File: src/rtl/fld_pkg.sv
package fld_pkg;
    localparam int WORD_W = 16;
    localparam int REG_W  = 4;
    localparam int OP_W   = 4;
    localparam int LEN_W  = 2;
    localparam int OFF_W  = 10;
    localparam int KIND_W = 3;

    typedef enum logic [1:0] {
        FMT_JUMP = 2'd0,
        FMT_ONE  = 2'd1,
        FMT_TWO  = 2'd2,
        FMT_BAD  = 2'd3
    } fmt_e;

    typedef enum logic [KIND_W-1:0] {
        K_REG   = 3'd0,
        K_IDX   = 3'd1,
        K_IND   = 3'd2,
        K_INC   = 3'd3,
        K_CONST = 3'd4,
        K_SYM   = 3'd5,
        K_ABS   = 3'd6,
        K_IMM   = 3'd7
    } kind_e;

    typedef enum logic [1:0] {
        STG_IDLE = 2'd0,
        STG_OP   = 2'd1,
        STG_SRC  = 2'd2,
        STG_DST  = 2'd3
    } stage_e;

    typedef struct packed {
        logic [WORD_W-1:0] pc;
        fmt_e              fmt;
        logic [OP_W-1:0]   op;
        logic              byte_op;
        logic [REG_W-1:0]  src_reg;
        kind_e             src_kind;
        logic [WORD_W-1:0] src_val;
        logic [REG_W-1:0]  dst_reg;
        kind_e             dst_kind;
        logic [WORD_W-1:0] dst_val;
        logic [WORD_W-1:0] target;
        logic              illegal;
        logic [LEN_W-1:0]  len;
    } rec_t;

    typedef struct packed {
        stage_e            stage;
        logic              waiting;
        logic [WORD_W-1:0] pc;
        logic              need_dst;
        logic              out_valid;
        rec_t              rec;
    } state_t;
endpackage

File: src/rtl/fld_classify.sv
module fld_classify
    import fld_pkg::*;
(
    input  logic [WORD_W-1:0] word,
    output fmt_e              fmt,
    output logic [OP_W-1:0]   op,
    output logic              byte_op,
    output logic [REG_W-1:0]  src_reg,
    output logic [1:0]        src_mode,
    output logic              has_src,
    output logic [REG_W-1:0]  dst_reg,
    output logic              dst_mode,
    output logic              has_dst,
    output logic [OFF_W-1:0]  jmp_off
);
    localparam logic [2:0] JUMP_TAG   = 3'b001;
    localparam logic [5:0] ONE_TAG    = 6'b000100;
    localparam logic [2:0] ONE_UNUSED = 3'b111;

    always_comb begin
        fmt      = FMT_BAD;
        op       = '0;
        byte_op  = 1'b0;
        src_reg  = '0;
        src_mode = 2'b00;
        has_src  = 1'b0;
        dst_reg  = '0;
        dst_mode = 1'b0;
        has_dst  = 1'b0;
        jmp_off  = '0;
        if (word[15:13] == JUMP_TAG) begin
            fmt     = FMT_JUMP;
            op      = {1'b0, word[12:10]};
            jmp_off = word[OFF_W-1:0];
        end else if (word[15:14] != 2'b00) begin
            fmt      = FMT_TWO;
            op       = word[15:12];
            byte_op  = word[6];
            src_reg  = word[11:8];
            src_mode = word[5:4];
            has_src  = 1'b1;
            dst_reg  = word[3:0];
            dst_mode = word[7];
            has_dst  = 1'b1;
        end else if (word[15:10] == ONE_TAG && word[9:7] != ONE_UNUSED) begin
            fmt      = FMT_ONE;
            op       = {1'b0, word[9:7]};
            byte_op  = word[6];
            src_reg  = word[3:0];
            src_mode = word[5:4];
            has_src  = 1'b1;
        end
    end
endmodule

File: src/rtl/fld_src_mode.sv
module fld_src_mode
    import fld_pkg::*;
#(
    parameter int PC_NUM = 0,
    parameter int SR_NUM = 2,
    parameter int CG_NUM = 3
) (
    input  logic [REG_W-1:0]  reg_num,
    input  logic [1:0]        mode,
    output kind_e             kind,
    output logic [WORD_W-1:0] cval,
    output logic              ext
);
    always_comb begin
        kind = K_REG;
        cval = '0;
        ext  = 1'b0;
        if (reg_num == REG_W'(CG_NUM)) begin
            kind = K_CONST;
            unique case (mode)
                2'b00: cval = WORD_W'(0);
                2'b01: cval = WORD_W'(1);
                2'b10: cval = WORD_W'(2);
                default: cval = '1;
            endcase
        end else if (reg_num == REG_W'(SR_NUM)) begin
            unique case (mode)
                2'b00: kind = K_REG;
                2'b01: begin kind = K_ABS; ext = 1'b1; end
                2'b10: begin kind = K_CONST; cval = WORD_W'(4); end
                default: begin kind = K_CONST; cval = WORD_W'(8); end
            endcase
        end else if (reg_num == REG_W'(PC_NUM)) begin
            unique case (mode)
                2'b00: kind = K_REG;
                2'b01: begin kind = K_SYM; ext = 1'b1; end
                2'b10: kind = K_IND;
                default: begin kind = K_IMM; ext = 1'b1; end
            endcase
        end else begin
            unique case (mode)
                2'b00: kind = K_REG;
                2'b01: begin kind = K_IDX; ext = 1'b1; end
                2'b10: kind = K_IND;
                default: kind = K_INC;
            endcase
        end
    end
endmodule

File: src/rtl/fld_dst_mode.sv
module fld_dst_mode
    import fld_pkg::*;
#(
    parameter int PC_NUM = 0,
    parameter int SR_NUM = 2
) (
    input  logic [REG_W-1:0] reg_num,
    input  logic             mode,
    output kind_e            kind,
    output logic             ext
);
    always_comb begin
        ext = mode;
        if (!mode)                            kind = K_REG;
        else if (reg_num == REG_W'(PC_NUM))   kind = K_SYM;
        else if (reg_num == REG_W'(SR_NUM))   kind = K_ABS;
        else                                  kind = K_IDX;
    end
endmodule

File: src/rtl/fetch_len_decode.sv
module fetch_len_decode
    import fld_pkg::*;
#(
    parameter logic [15:0] RESET_PC = 16'h0000
) (
    input  logic        clk,
    input  logic        rst_n,
    output logic        mem_req,
    output logic [15:0] mem_addr,
    input  logic        mem_rvalid,
    input  logic [15:0] mem_rdata,
    output logic        dec_valid,
    output logic [15:0] dec_pc,
    output logic [1:0]  dec_fmt,
    output logic [3:0]  dec_op,
    output logic        dec_byte,
    output logic [3:0]  dec_src_reg,
    output logic [2:0]  dec_src_kind,
    output logic [15:0] dec_src_val,
    output logic [3:0]  dec_dst_reg,
    output logic [2:0]  dec_dst_kind,
    output logic [15:0] dec_dst_val,
    output logic [15:0] dec_target,
    output logic        dec_illegal,
    output logic [1:0]  dec_len
);
    localparam logic [WORD_W-1:0] STEP = WORD_W'(2);
    localparam int SEXT_W = WORD_W - OFF_W - 1;

    state_t q, d;

    fmt_e              c_fmt;
    logic [OP_W-1:0]   c_op;
    logic              c_byte;
    logic [REG_W-1:0]  c_sreg, c_dreg;
    logic [1:0]        c_smode;
    logic              c_dmode, c_has_src, c_has_dst;
    logic [OFF_W-1:0]  c_off;
    kind_e             s_kind, dd_kind;
    logic [WORD_W-1:0] s_cval;
    logic              s_ext, dd_ext;

    fld_classify u_cls (
        .word(mem_rdata), .fmt(c_fmt), .op(c_op), .byte_op(c_byte),
        .src_reg(c_sreg), .src_mode(c_smode), .has_src(c_has_src),
        .dst_reg(c_dreg), .dst_mode(c_dmode), .has_dst(c_has_dst),
        .jmp_off(c_off)
    );

    fld_src_mode u_src (
        .reg_num(c_sreg), .mode(c_smode), .kind(s_kind), .cval(s_cval), .ext(s_ext)
    );

    fld_dst_mode u_dst (
        .reg_num(c_dreg), .mode(c_dmode), .kind(dd_kind), .ext(dd_ext)
    );

    always_comb begin
        logic need_src, need_dst;
        d = q;
        d.out_valid = 1'b0;
        need_src = c_has_src && s_ext;
        need_dst = c_has_dst && dd_ext;
        if (q.stage == STG_IDLE) begin
            d.stage = STG_OP;
        end else if (!q.waiting) begin
            d.waiting = 1'b1;
        end else if (mem_rvalid) begin
            d.waiting = 1'b0;
            d.pc      = q.pc + STEP;
            unique case (q.stage)
                STG_OP: begin
                    d.rec          = '0;
                    d.rec.pc       = q.pc;
                    d.rec.fmt      = c_fmt;
                    d.rec.op       = c_op;
                    d.rec.byte_op  = c_byte;
                    d.rec.src_reg  = c_sreg;
                    d.rec.src_kind = c_has_src ? s_kind : K_REG;
                    d.rec.src_val  = (c_has_src && s_kind == K_CONST) ? s_cval : '0;
                    d.rec.dst_reg  = c_dreg;
                    d.rec.dst_kind = c_has_dst ? dd_kind : K_REG;
                    d.rec.illegal  = (c_fmt == FMT_BAD);
                    d.rec.len      = LEN_W'(1);
                    if (c_fmt == FMT_JUMP)
                        d.rec.target = q.pc + STEP + {{SEXT_W{c_off[OFF_W-1]}}, c_off, 1'b0};
                    d.need_dst = need_dst;
                    if (need_src)      d.stage = STG_SRC;
                    else if (need_dst) d.stage = STG_DST;
                    else               d.out_valid = 1'b1;
                end
                STG_SRC: begin
                    d.rec.src_val = (q.rec.src_kind == K_SYM) ? mem_rdata + q.pc : mem_rdata;
                    d.rec.len     = q.rec.len + LEN_W'(1);
                    if (q.need_dst) begin
                        d.stage = STG_DST;
                    end else begin
                        d.stage     = STG_OP;
                        d.out_valid = 1'b1;
                    end
                end
                default: begin
                    d.rec.dst_val = (q.rec.dst_kind == K_SYM) ? mem_rdata + q.pc : mem_rdata;
                    d.rec.len     = q.rec.len + LEN_W'(1);
                    d.stage       = STG_OP;
                    d.out_valid   = 1'b1;
                end
            endcase
        end
    end

    always_ff @(posedge clk or negedge rst_n) begin
        if (!rst_n) begin
            q          <= '0;
            q.stage    <= STG_IDLE;
            q.pc       <= {RESET_PC[15:1], 1'b0};
        end else begin
            q <= d;
        end
    end

    assign mem_req      = (q.stage != STG_IDLE) && !q.waiting;
    assign mem_addr     = q.pc;
    assign dec_valid    = q.out_valid;
    assign dec_pc       = q.rec.pc;
    assign dec_fmt      = q.rec.fmt;
    assign dec_op       = q.rec.op;
    assign dec_byte     = q.rec.byte_op;
    assign dec_src_reg  = q.rec.src_reg;
    assign dec_src_kind = q.rec.src_kind;
    assign dec_src_val  = q.rec.src_val;
    assign dec_dst_reg  = q.rec.dst_reg;
    assign dec_dst_kind = q.rec.dst_kind;
    assign dec_dst_val  = q.rec.dst_val;
    assign dec_target   = q.rec.target;
    assign dec_illegal  = q.rec.illegal;
    assign dec_len      = q.rec.len;

    // Address history kept only for the fetch-order properties below
    logic [15:0] last_addr_q;
    logic        seen_q;
    always_ff @(posedge clk or negedge rst_n) begin
        if (!rst_n) begin
            last_addr_q <= '0;
            seen_q      <= 1'b0;
        end else if (mem_req) begin
            last_addr_q <= mem_addr;
            seen_q      <= 1'b1;
        end
    end

    assert_addr_even_R1: assert property (@(posedge clk) disable iff (!rst_n)
        mem_req |-> (mem_addr[0] == 1'b0));

    assert_addr_step_R1: assert property (@(posedge clk) disable iff (!rst_n)
        (mem_req && seen_q) |-> (mem_addr == last_addr_q + 16'd2));

    assert_first_fetch_R1: assert property (@(posedge clk) disable iff (!rst_n)
        (mem_req && !seen_q) |-> (mem_addr == {RESET_PC[15:1], 1'b0}));

    assert_single_outstanding_R11: assert property (@(posedge clk) disable iff (!rst_n)
        mem_req |=> !mem_req);

    assert_valid_pulse_R11: assert property (@(posedge clk) disable iff (!rst_n)
        dec_valid |=> !dec_valid);

    assert_jump_len_R9: assert property (@(posedge clk) disable iff (!rst_n)
        (dec_valid && dec_fmt == 2'd0) |-> (dec_len == 2'd1));

    assert_illegal_rec_R10: assert property (@(posedge clk) disable iff (!rst_n)
        (dec_valid && dec_illegal) |-> (dec_len == 2'd1 && dec_fmt == 2'd3));

    assert_const_no_ext_R5: assert property (@(posedge clk) disable iff (!rst_n)
        (dec_valid && dec_fmt != 2'd3 && dec_src_kind == 3'd4 && dec_dst_kind == 3'd0)
        |-> (dec_len == 2'd1));

    assert_len_range_R8: assert property (@(posedge clk) disable iff (!rst_n)
        dec_valid |-> (dec_len != 2'd0));
endmodule

File: config.mk
export PLATFORM = sky130hd
export DESIGN_NAME = fetch_len_decode
export DESIGN_NICKNAME = d
export VERILOG_FILES = /design/src/rtl/fld_pkg.sv /design/src/rtl/fld_classify.sv /design/src/rtl/fld_src_mode.sv /design/src/rtl/fld_dst_mode.sv /design/src/rtl/fetch_len_decode.sv
export SDC_FILE = /design/constraint.sdc
export NUM_CORES = 1
export LEC_CHECK = 0
export BUFFER_PORTS_ARGS = -buffer_cell sky130_fd_sc_hd__buf_2
export CORE_MARGIN = 2
export CORE_UTILIZATION = 40
export DETAILED_ROUTE_END_ITERATION = 10
export HOLD_SLACK_MARGIN = 0.02
export PLACE_DENSITY_LB_ADDON = 0.1
export SETUP_SLACK_MARGIN = 0.02
export SLEW_MARGIN = 0
export SYNTH_ARGS = -nofsm -noshare
export SYNTH_HDL_FRONTEND = slang
export SYNTH_HIERARCHICAL = 1
export SYNTH_SLANG_ARGS = --single-unit
File: constraint.sdc
create_clock -name clk -period 3.7 [get_ports clk]
set_input_delay 1.11 -clock clk [delete_from_list [all_inputs] [get_ports clk]]
set_output_delay 1.11 -clock clk [all_outputs]
set_load 0.02 [all_outputs]
==> results of run 1 <==
==> final timing paths <==
kind	to	cells past startpoint
max	dec_target[13]	11
min	dec_dst_val[0]	2
max reg2reg	dec_target[15]	12
min reg2reg	dec_dst_val[0]	2
max in group asynchronous	dec_src_val[10]	2
min in group asynchronous	dec_target[14]	1
==> layout by cell type (no fill, tap or decap), drive strengths merged, types with 16 or more instances in the layout <==
cell type    n
ha          35
nand3       17
xnor2       32
dfrtp      106
xor2        16
mux2        29
nand2       90
o21ai       67
buf        165
a21oi       40
inv         17
nor2        53
==> metal layers <==
layer | wire [um] | vias up | track usage, %
met1 | 10460 | 2913 | 31.36
met3 | 967 | 17 | 2.835
met4 | 274 | 0 | 5.684
met5 | 0 | - | 0
met2 | 9549 | 180 | 34.34
li1 | - | 2868 | -
==> power groups by stage <==
stage	clock, uW	combinational, uW	sequential, uW
6_report	1070	2430	1740
5_1_grt	1140	2660	1790
4_1_cts	1100	2460	1740
3_5_place_dp	0	2450	1760
3_3_place_gp	0	2430	1740
2_1_floorplan	0	2060	1710
==> final cells by class <==
class	count	area (um2)	area share [%]
multi-input combinational	564	3882	47.47
sequential	106	2653	32.43
timing repair buffer	165	963.4	11.78
tap	234	292.8	3.580
clock buffer	10	239.0	2.922
clock inverter	6	88.84	1.086
inverter	16	60.06	0.7343
==> kinds of logic after synthesis <==
kind of cell,count (synthesis)
mux,36
buf+inv,160
other cells,1
fa+ha+maj,37
compound gates,194
xor+xnor,48
flops,106
simple gates,246
==> tightest hold or removal path, cell delays in order (launching register included) <==
cell,delay (ps)
dfrtp_1,340
nand2_1,50
nand2_1,40
==> metrics by stage <==
stage	TNS (ps)	util [%]
2_1_floorplan	0	-
3_3_place_gp	-31.29	42.11
3_5_place_dp	-295.5	42.11
4_1_cts	0	43.87
5_1_grt	0	43.87
6_report	0	43.87
==> run metrics, run 1 <==
cell area after layout=approximately 8200 um2; CP required=3950 ps; worst setup margin=roughly 270 ps; Crit path largest cell delay=around 410 ps; Simple-Gate Fraction of Synth Area=approximately 17%; Compound-Gate Fraction of Synth Area=between 15 and 20%; I/O Buffers=between 100 and 150; TritonCTS sink count=106; Post-Synth Adder-Cell Area=about 6.3%; hold_sp=dec_dst_val[0]; RSZ-0062 raised after global routing=no; register area share after synthesis=approximately a third; drt pass-1 iters=4; most common library cells after synthesis=buf_4 (114), dfrtp_1 (106), nand2_1 (88), nor2_1 (50), a21oi_1 (40); Post-Route WL=about 21000 um; Clk Latency, worst-skew pair=roughly 360 ps; area leader, netlist=dfrtp_1; Post-synth ARST share=100.0%; final setup fails=0; Slew Viols, Final=0; r2r setup slk=about 460 ps; H-tree lvl count=3; Worst path slowest cell=fa_1; clk buf depth=2; most frequent cell after synthesis=buf_4; core area=around 19000 um2; chip height=about 140 um; Final Power=5238 uW; Finished Layout Cells=~1100; worst hold slack=about 460 ps; CTS tree=built; EDFF count, synth=0; IO Count=approximately 130; Final Wtd Congestion=around 0.84; post-DP HPWL=16560 um; Psw=about 2200 uW; Mean Syn Cell Area=approximately 9.1 um2; die footprint=20000 um2; achievable frequency=between 0.2 and 0.3 GHz; crit-path cells=buf_2 -> nor3b_2 -> and2_1 -> ha_1 -> fa_1 -> a211oi_1 -> o211ai_1 -> a41oi_1 -> a21oi_1 -> xor2_1 -> a22o_1; clock power share=roughly a fifth; initial core utilization=between 40 and 50%; DRC Markers=0; cell area after synthesis=about 7600 um2; #FFs+latches synth=around 110; Crit. End Element=register; die width=about 140 um; clk slew on worst S/H paths=approximately 80 ps; hold crit path type=register to register; CTS buffer count=9; largest cells by area after synthesis=dfrtp_1 (35%), buf_4 (11%), ha_1 (5.8%); origin of the worst setup path=mem_rdata[13]; fraction of layout cells with a size suffix above 1=23.64%; actual slew at the worst max-slew pin=around 800 ps; area delta synth->final=8.264%; largest family of logic cells by synthesized area=compound AO/OA/AOI/OAI gates; Via Count=approximately 6000; CP bufs+invs=1; worst r2r src=mem_addr[3]; row cnt=50; WP data arrival=3680 ps; dpl cell area=7851 um2; first-pass GRT wire length=around 33000 um; DR WL/cell=approximately 19 um; initial antenna violation count=0; multiplexer share of the synthesized area=5.250%; top cell type's share of synthesized area=35.11%; ant diodes=0; xor and xnor area share after synthesis=5.565%; CP delay by family, top=compound AO/OA/AOI/OAI gates; vias in the first global route=about 5800; Layout Nets=approximately 920; Fill cells=1914; synth warn=6; P_leak=~0.004 uW; CP Max Fanout=10; remaining antenna violation count=0; relative slew slack=a little under half; GR Overflow Total=0; Post-CTS Setup Inserts=0; largest net degree at the start of global routing=61; post-CTS sizing=0; pre-CTS WS=-76.71 ps; Tot GR Track Use=between 20% and 30%; status=finished clean; MaxCap Viol Count=0; Syn Inst Count=just over 800; Final min period=3431 ps; synth unique cells=between 70 and 80; CTS Hold Bufs=0; DR iter-0 viols=around 390; Gate power share=between 40% and 50%; final worst-path cycle share=slightly above 90%; Root Buffer=clkbuf_16; Worst VDD drop=between 0.3 and 0.4 mV; # placed instances=around 1100; Int Power=3003 uW; Vias/cell=around 5.4; switching share of power=between 40% and 50%; WS Path Type=input pin to register; CP Launch Type=input pin; Flop pwr share=33.2%; top_reg_cell synth=dfrtp_1; P per Cell Area=around 640 nW/um2; clk_skew=10.06 ps; final hold vios=0
Power figures use the tool's default switching activity.
==> run 2, diff against run 1 <==
--- a/config.mk
+++ b/config.mk
@@ -15,5 +15,4 @@
 export SLEW_MARGIN = 0
 export SYNTH_ARGS = -nofsm -noshare
 export SYNTH_HDL_FRONTEND = slang
-export SYNTH_HIERARCHICAL = 1
 export SYNTH_SLANG_ARGS = --single-unit
==> run metrics, run 2 <==
status=finished clean; synth warn=0; cell area after layout=7727 um2; most frequent cells in the layout=buf_2 (120), dfrtp_1 (106), nand2_1 (101); switching share of power=between 40% and 50%; top_reg_cell synth=dfrtp_1; Final Wtd Congestion=about 0.87; Fill cells=about 1700; Flop pwr share=around a third; clk buf depth=2; Layout Nets=roughly 890; clock power share=between 10% and 20%; clk_skew=10.49 ps; area delta synth->final=7.596%; DRC Markers=0; Setup TNS=0 ps; final worst-path cycle share=approximately 91%; flip-flop and latch area=between 2000 and 3000 um2; Mean Syn Cell Area=a little under 9 um2; register area share after synthesis=between 30% and 40%; Syn Inst Count=around 810; Tot GR Track Use=between 20% and 30%; EDFF count, synth=0; #FFs+latches synth=~110; Vias/cell=between 5 and 6; fraction of layout cells with a size suffix above 1=approximately a quarter; Psw=between 2000 and 2500 uW; RSZ-0062 raised after global routing=no; Post-synth ARST share=100.0%; IO Count=about 130; most frequent cell after synthesis=dfrtp_1; ant diodes=0; initial antenna violation count=0; top cell type's share of synthesized area=a little under two fifths; Via Count=slightly below 6000; Crit path largest cell delay=roughly 530 ps; worst setup margin=about 320 ps; P_leak=~0.004 uW; commonest non-fill, non-tap cell in the layout=buf_2; area leader, netlist=dfrtp_1; Crit. End Element=register; achievable frequency=around 0.3 GHz; most common library cells after synthesis=dfrtp_1 (106), buf_4 (103), nand2_1 (102), o21ai_0 (62), nor2_1 (54); Final Util=44.37%; CTS Hold Bufs=0; CP bufs+invs=0; core area=about 17000 um2; Worst VDD drop=about 0.35 mV; vias in the first global route=about 5500; TritonCTS sink count=roughly 110; Multi-input gate area=~3600 um2; Root Buffer=clkbuf_16; final setup fails=0; CP delay by family, top=compound AO/OA/AOI/OAI gates; Int Power=2883 uW; I/O Buffers=roughly 120; initial core utilization=between 40% and 50%; Clk Latency, worst-skew pair=about 360 ps; post-CTS sizing=0; MaxCap Viol Count=0; WS Path Type=register to register; die footprint=between 15000 and 20000 um2; GR Overflow Total=0; synth unique cells=66; pre-CTS WS=between 30 and 40 ps; drt pass-1 iters=5; final hold vios=0; largest cells by area after synthesis=dfrtp_1 (37%), buf_4 (11%), ha_1 (5.7%); row cnt=48; CTS buffer count=9; post-DP HPWL=between 15000 and 20000 um; CP Launch Type=register; Gate power share=~46%; clk slew on worst S/H paths=~70 ps; Final min period=between 3000 and 4000 ps; chip height=~140 um; hold crit path type=register to register; dpl cell area=7431 um2; P per Cell Area=approximately 660 nW/um2; DR iter-0 viols=between 400 and 500; Post-Route WL=about 21000 um; actual slew at the worst max-slew pin=~1200 ps; cell area after synthesis=a little over 7000 um2; largest net degree at the start of global routing=67; die width=about 140 um; WP data arrival=~3700 ps; CTS tree=built; Worst path slowest cell=dfrtp_1; crit-path cells=ha_1 -> nand3_1 -> nor3_1 -> xor2_1 -> ha_1 -> nand3_1 -> a21oi_1 -> o21ai_0 -> a32oi_1 -> a31oi_1 -> xnor2_1 -> o31ai_1; DR WL/cell=between 15 and 20 um; Slew Viols, Final=0; first-pass GRT wire length=between 30000 and 40000 um; H-tree lvl count=3; relative slew slack=between 20% and 30%; remaining antenna violation count=0; Post-CTS Setup Inserts=0; CP Max Fanout=6; CP required=around 4000 ps
## run 2: cell count changes after synthesis, sizes merged, moves of 6 or more
cell    change
a21boi      -6
buf        -14
and3        +7
mux2       -13
xor2        +7
xnor2       -6
clkbuf      +6
a31oi      +10
and2       -11
nand2      +12
## run 2: final timing paths
kind / startpoint / end / slack (ps) / cells past startpoint
setup / recovery: mem_addr[1] / dec_target[15] / 320 / 12
hold / removal: dec_op[1] / dec_op[1] / 480 / 2
setup reg to reg: mem_addr[1] / dec_target[15] / 320 / 12
hold reg to reg: dec_op[1] / dec_op[1] / 480 / 2
max in group asynchronous: rst_n / dec_dst_val[8] / 2220 / 2
min in group asynchronous: rst_n / dec_target[7] / 730 / 1
## run 2: kinds of logic (layout without fill, tap and decap cells)
kind of cell / after synthesis / after routing / share of synthesized area (%)
fa+ha+maj: 35 / 35 / 6.307
compound gates: 201 / 201 / 18.33
mux: 18 / 18 / 2.787
other cells: 1 / 3 / 0.05221
simple gates: 241 / 241 / 15.98
buf+inv: 155 / 186 / 13.64
flops: 106 / 106 / 36.93
xor+xnor: 49 / 49 / 5.976
## run 2: cell type report
| type | count | area share [%] |
|---|---|---|
| sequential | 106 | 34.33 |
| inverter | 19 | 0.9229 |
| tap | 225 | 3.643 |
| clock buffer | 10 | 2.963 |
| multi-input combinational | 547 | 46.16 |
| timing repair buffer | 151 | 11.11 |
| clock inverter | 6 | 0.8744 |
## run 2: worst register-to-register path: cells and delay by family, from the launching register on
family | cells | cell delay, ps
XOR/XNOR | 2 | 320
AO/OA/AOI/OAI | 5 | 890
AND/OR/NAND/NOR | 3 | 840
adder cells (fa/ha/maj) | 2 | 700
flip-flops | 1 | 530
## run 2: through the flow
stage / power (uW) / hold WS (ps) / instances
floorplan: 3740 / 440.0 / 808
global route: 5490 / 500.7 / 1064
CTS: 5177 / 482.0 / 1064
detailed placement: 4177 / 464.3 / 1048
global placement: 4146 / 458.0 / 1048
finish: 5137 / 480.6 / 1064
## run 2: power by group through the flow
stage	Combinational [uW]	Sequential [uW]	Clock [uW]
global route	2590	1830	1060
floorplan	2010	1730	0
finish	2360	1790	993
global placement	2350	1800	0
CTS	2380	1790	1010
detailed placement	2370	1810	0
## run 2: layer usage
metal	wire length, um	GRT usage [%]	vias to the layer above
met3	1211	3.436	22
met5	0	0	-
met1	9966	33.39	2785
met2	9291	33.75	190
met4	398	6.916	0
li1	-	-	2776
==> run 3, diff against run 2 <==
--- a/config.mk
+++ b/config.mk
@@ -7,7 +7,7 @@
 export LEC_CHECK = 0
 export BUFFER_PORTS_ARGS = -buffer_cell sky130_fd_sc_hd__buf_2
 export CORE_MARGIN = 2
-export CORE_UTILIZATION = 40
+export CORE_UTILIZATION = 57
 export DETAILED_ROUTE_END_ITERATION = 10
 export HOLD_SLACK_MARGIN = 0.02
 export PLACE_DENSITY_LB_ADDON = 0.1
==> run metrics, run 3 (synthesis gave the netlist of run 2 again) <==
status=finished clean; hold crit path type=register to register; r2r setup slk=around 400 ps; achievable frequency=approximately 0.30 GHz; core area=approximately 12000 um2; TritonCTS sink count=106; first-pass GRT wire length=29500 um; WS Path Type=input pin to register; area delta synth->final=7.003%; CP required=approximately 4000 ps; Via Count=roughly 6000; clk buf depth=2; drt pass-1 iters=5; commonest non-fill, non-tap cell in the layout=buf_2; CTS Hold Bufs=0; Fill cells=between 1000 and 1500; die footprint=13510 um2; Met3 Wirelength=1178 um; WL met2=around 8600 um; Multi-input gate area=approximately 3600 um2; vias in the first global route=between 5000 and 6000; RSZ-0062 raised after global routing=no; hold_sp=dec_dst_reg[2]; DR WL/cell=~18 um; Post-CTS Setup Inserts=0; Post-Route WL=between 15000 and 20000 um; actual slew at the worst max-slew pin=987.7 ps; cell area after layout=~7700 um2; Vias/cell=~5.8; Final Power=between 5000 and 6000 uW; post-CTS sizing=0; final setup fails=0; largest net degree at the start of global routing=66; hold endpoint=dec_dst_reg[2]; post-DP HPWL=13740 um; final worst-path cycle share=between 90% and 100%; crit-path cells=buf_2 -> nor2_4 -> and3_1 -> ha_1 -> inv_1 -> fa_1 -> nor2b_1 -> o31a_1 -> o21ai_0 -> a32oi_1 -> a31oi_1 -> xnor2_1 -> o31ai_1; Final Wtd Congestion=around 0.85; CP bufs+invs=2; most frequent cells in the layout=buf_2 (120), dfrtp_1 (106), nand2_1 (101); P_leak=0.003952 uW; Worst path slowest cell=fa_1; Worst VDD drop=roughly 0.36 mV; initial core utilization=between 50 and 60%; die width=~120 um; CP Launch Type=input pin; Final min period=~3300 ps; IO Count=125; chip height=about 120 um; DR iter-0 viols=approximately 460; CTS tree=built; CTS buffer count=9; CP delay by family, top=compound AO/OA/AOI/OAI gates; MaxCap Viol Count=0; ant diodes=0; remaining antenna violation count=0; I/O Buffers=121; Tot GR Track Use=around 28%; relative slew slack=approximately 34%; Crit path largest cell delay=roughly 380 ps; CP Max Fanout=3; GR Overflow Total=0; clk slew on worst S/H paths=about 70 ps; hold depth=2; Slew Viols, Final=0; Layout Nets=888; Setup TNS=0 ps; Root Buffer=clkbuf_16; P per Cell Area=around 670 nW/um2; clk_skew=around 6.5 ps; dpl cell area=7365 um2; Crit. End Element=register; R2R Path End=dec_target[15]; M1 WL=between 8000 and 9000 um; initial antenna violation count=0; H-tree lvl count=3; Final Util=61.65%; final hold vios=0; worst r2r src=mem_addr[1]; flip-flop and latch area=about 2700 um2; DRC Markers=0; row cnt=between 40 and 50; WP data arrival=approximately 3600 ps; fraction of layout cells with a size suffix above 1=between 20% and 30%; top sig layer=met4; Clk Latency, worst-skew pair=360 ps; worst reg-to-reg path cell count=12
[run 3: cell count changes in the layout (fill, tap and decap cells not counted), sizes merged]
cell	before	now
clkinvlp	2	1
clkbuf	10	11
bufinv	1	2
clkinv	3	2
[run 3: worst max-delay path by stage]
stage,startpoint,end,slack (ps),depth (start not counted)
after floorplan,mem_rdata[15],dec_target[15],70,14
after global placement,mem_rdata[1],dec_dst_val[15],110,10
after detailed placement,mem_rdata[14],dec_target[15],20,13
after CTS,mem_rdata[14],dec_target[15],350,13
after global routing,mem_addr[1],dec_target[15],50,12
final,mem_rdata[14],dec_target[15],360,13
[run 3: final cells by class]
| cell class | count | area share, % |
|---|---|---|
| well taps | 172 | 2.800 |
| flip-flops and latches | 106 | 34.52 |
| inverters | 19 | 0.9280 |
| clock buffers | 11 | 3.159 |
| repair buffers | 151 | 11.17 |
| multi-input cells | 547 | 46.42 |
| clock inverters | 5 | 1.009 |
[run 3: worst reg2reg max path: cells and delay by family, from the launching register on]
kind / cells / cell delay, ps
compound gates: 5 / 980
fa+ha+maj: 2 / 660
flops: 1 / 490
simple gates: 3 / 810
xor+xnor: 2 / 280
[run 3: routing by layer]
layer	GRT usage, %	vias up
li1	-	2772
met1	40.77	2858
met2	44.84	208
met3	3.840	24
met4	9.524	0
met5	0	-
[run 3: power breakdown]
group | switching (uW) | leakage (uW) | internal, uW
Combinational | 1490 | 0.00240 | 849
Sequential | 275 | 0.00139 | 1510
Clock | 441 | 0.000156 | 610
Total | 2200 | 0.00395 | 2970
[run 3: metrics by stage]
step	hold WS [ps]	std cells	setup slack, ps
after global placement	456.5	995	110.5
final	476.9	1011	360.6
after detailed placement	464.7	995	16.10
after CTS	480.6	1011	351.4
after global routing	495.2	1011	48.41
after floorplan	440.0	808	71.45
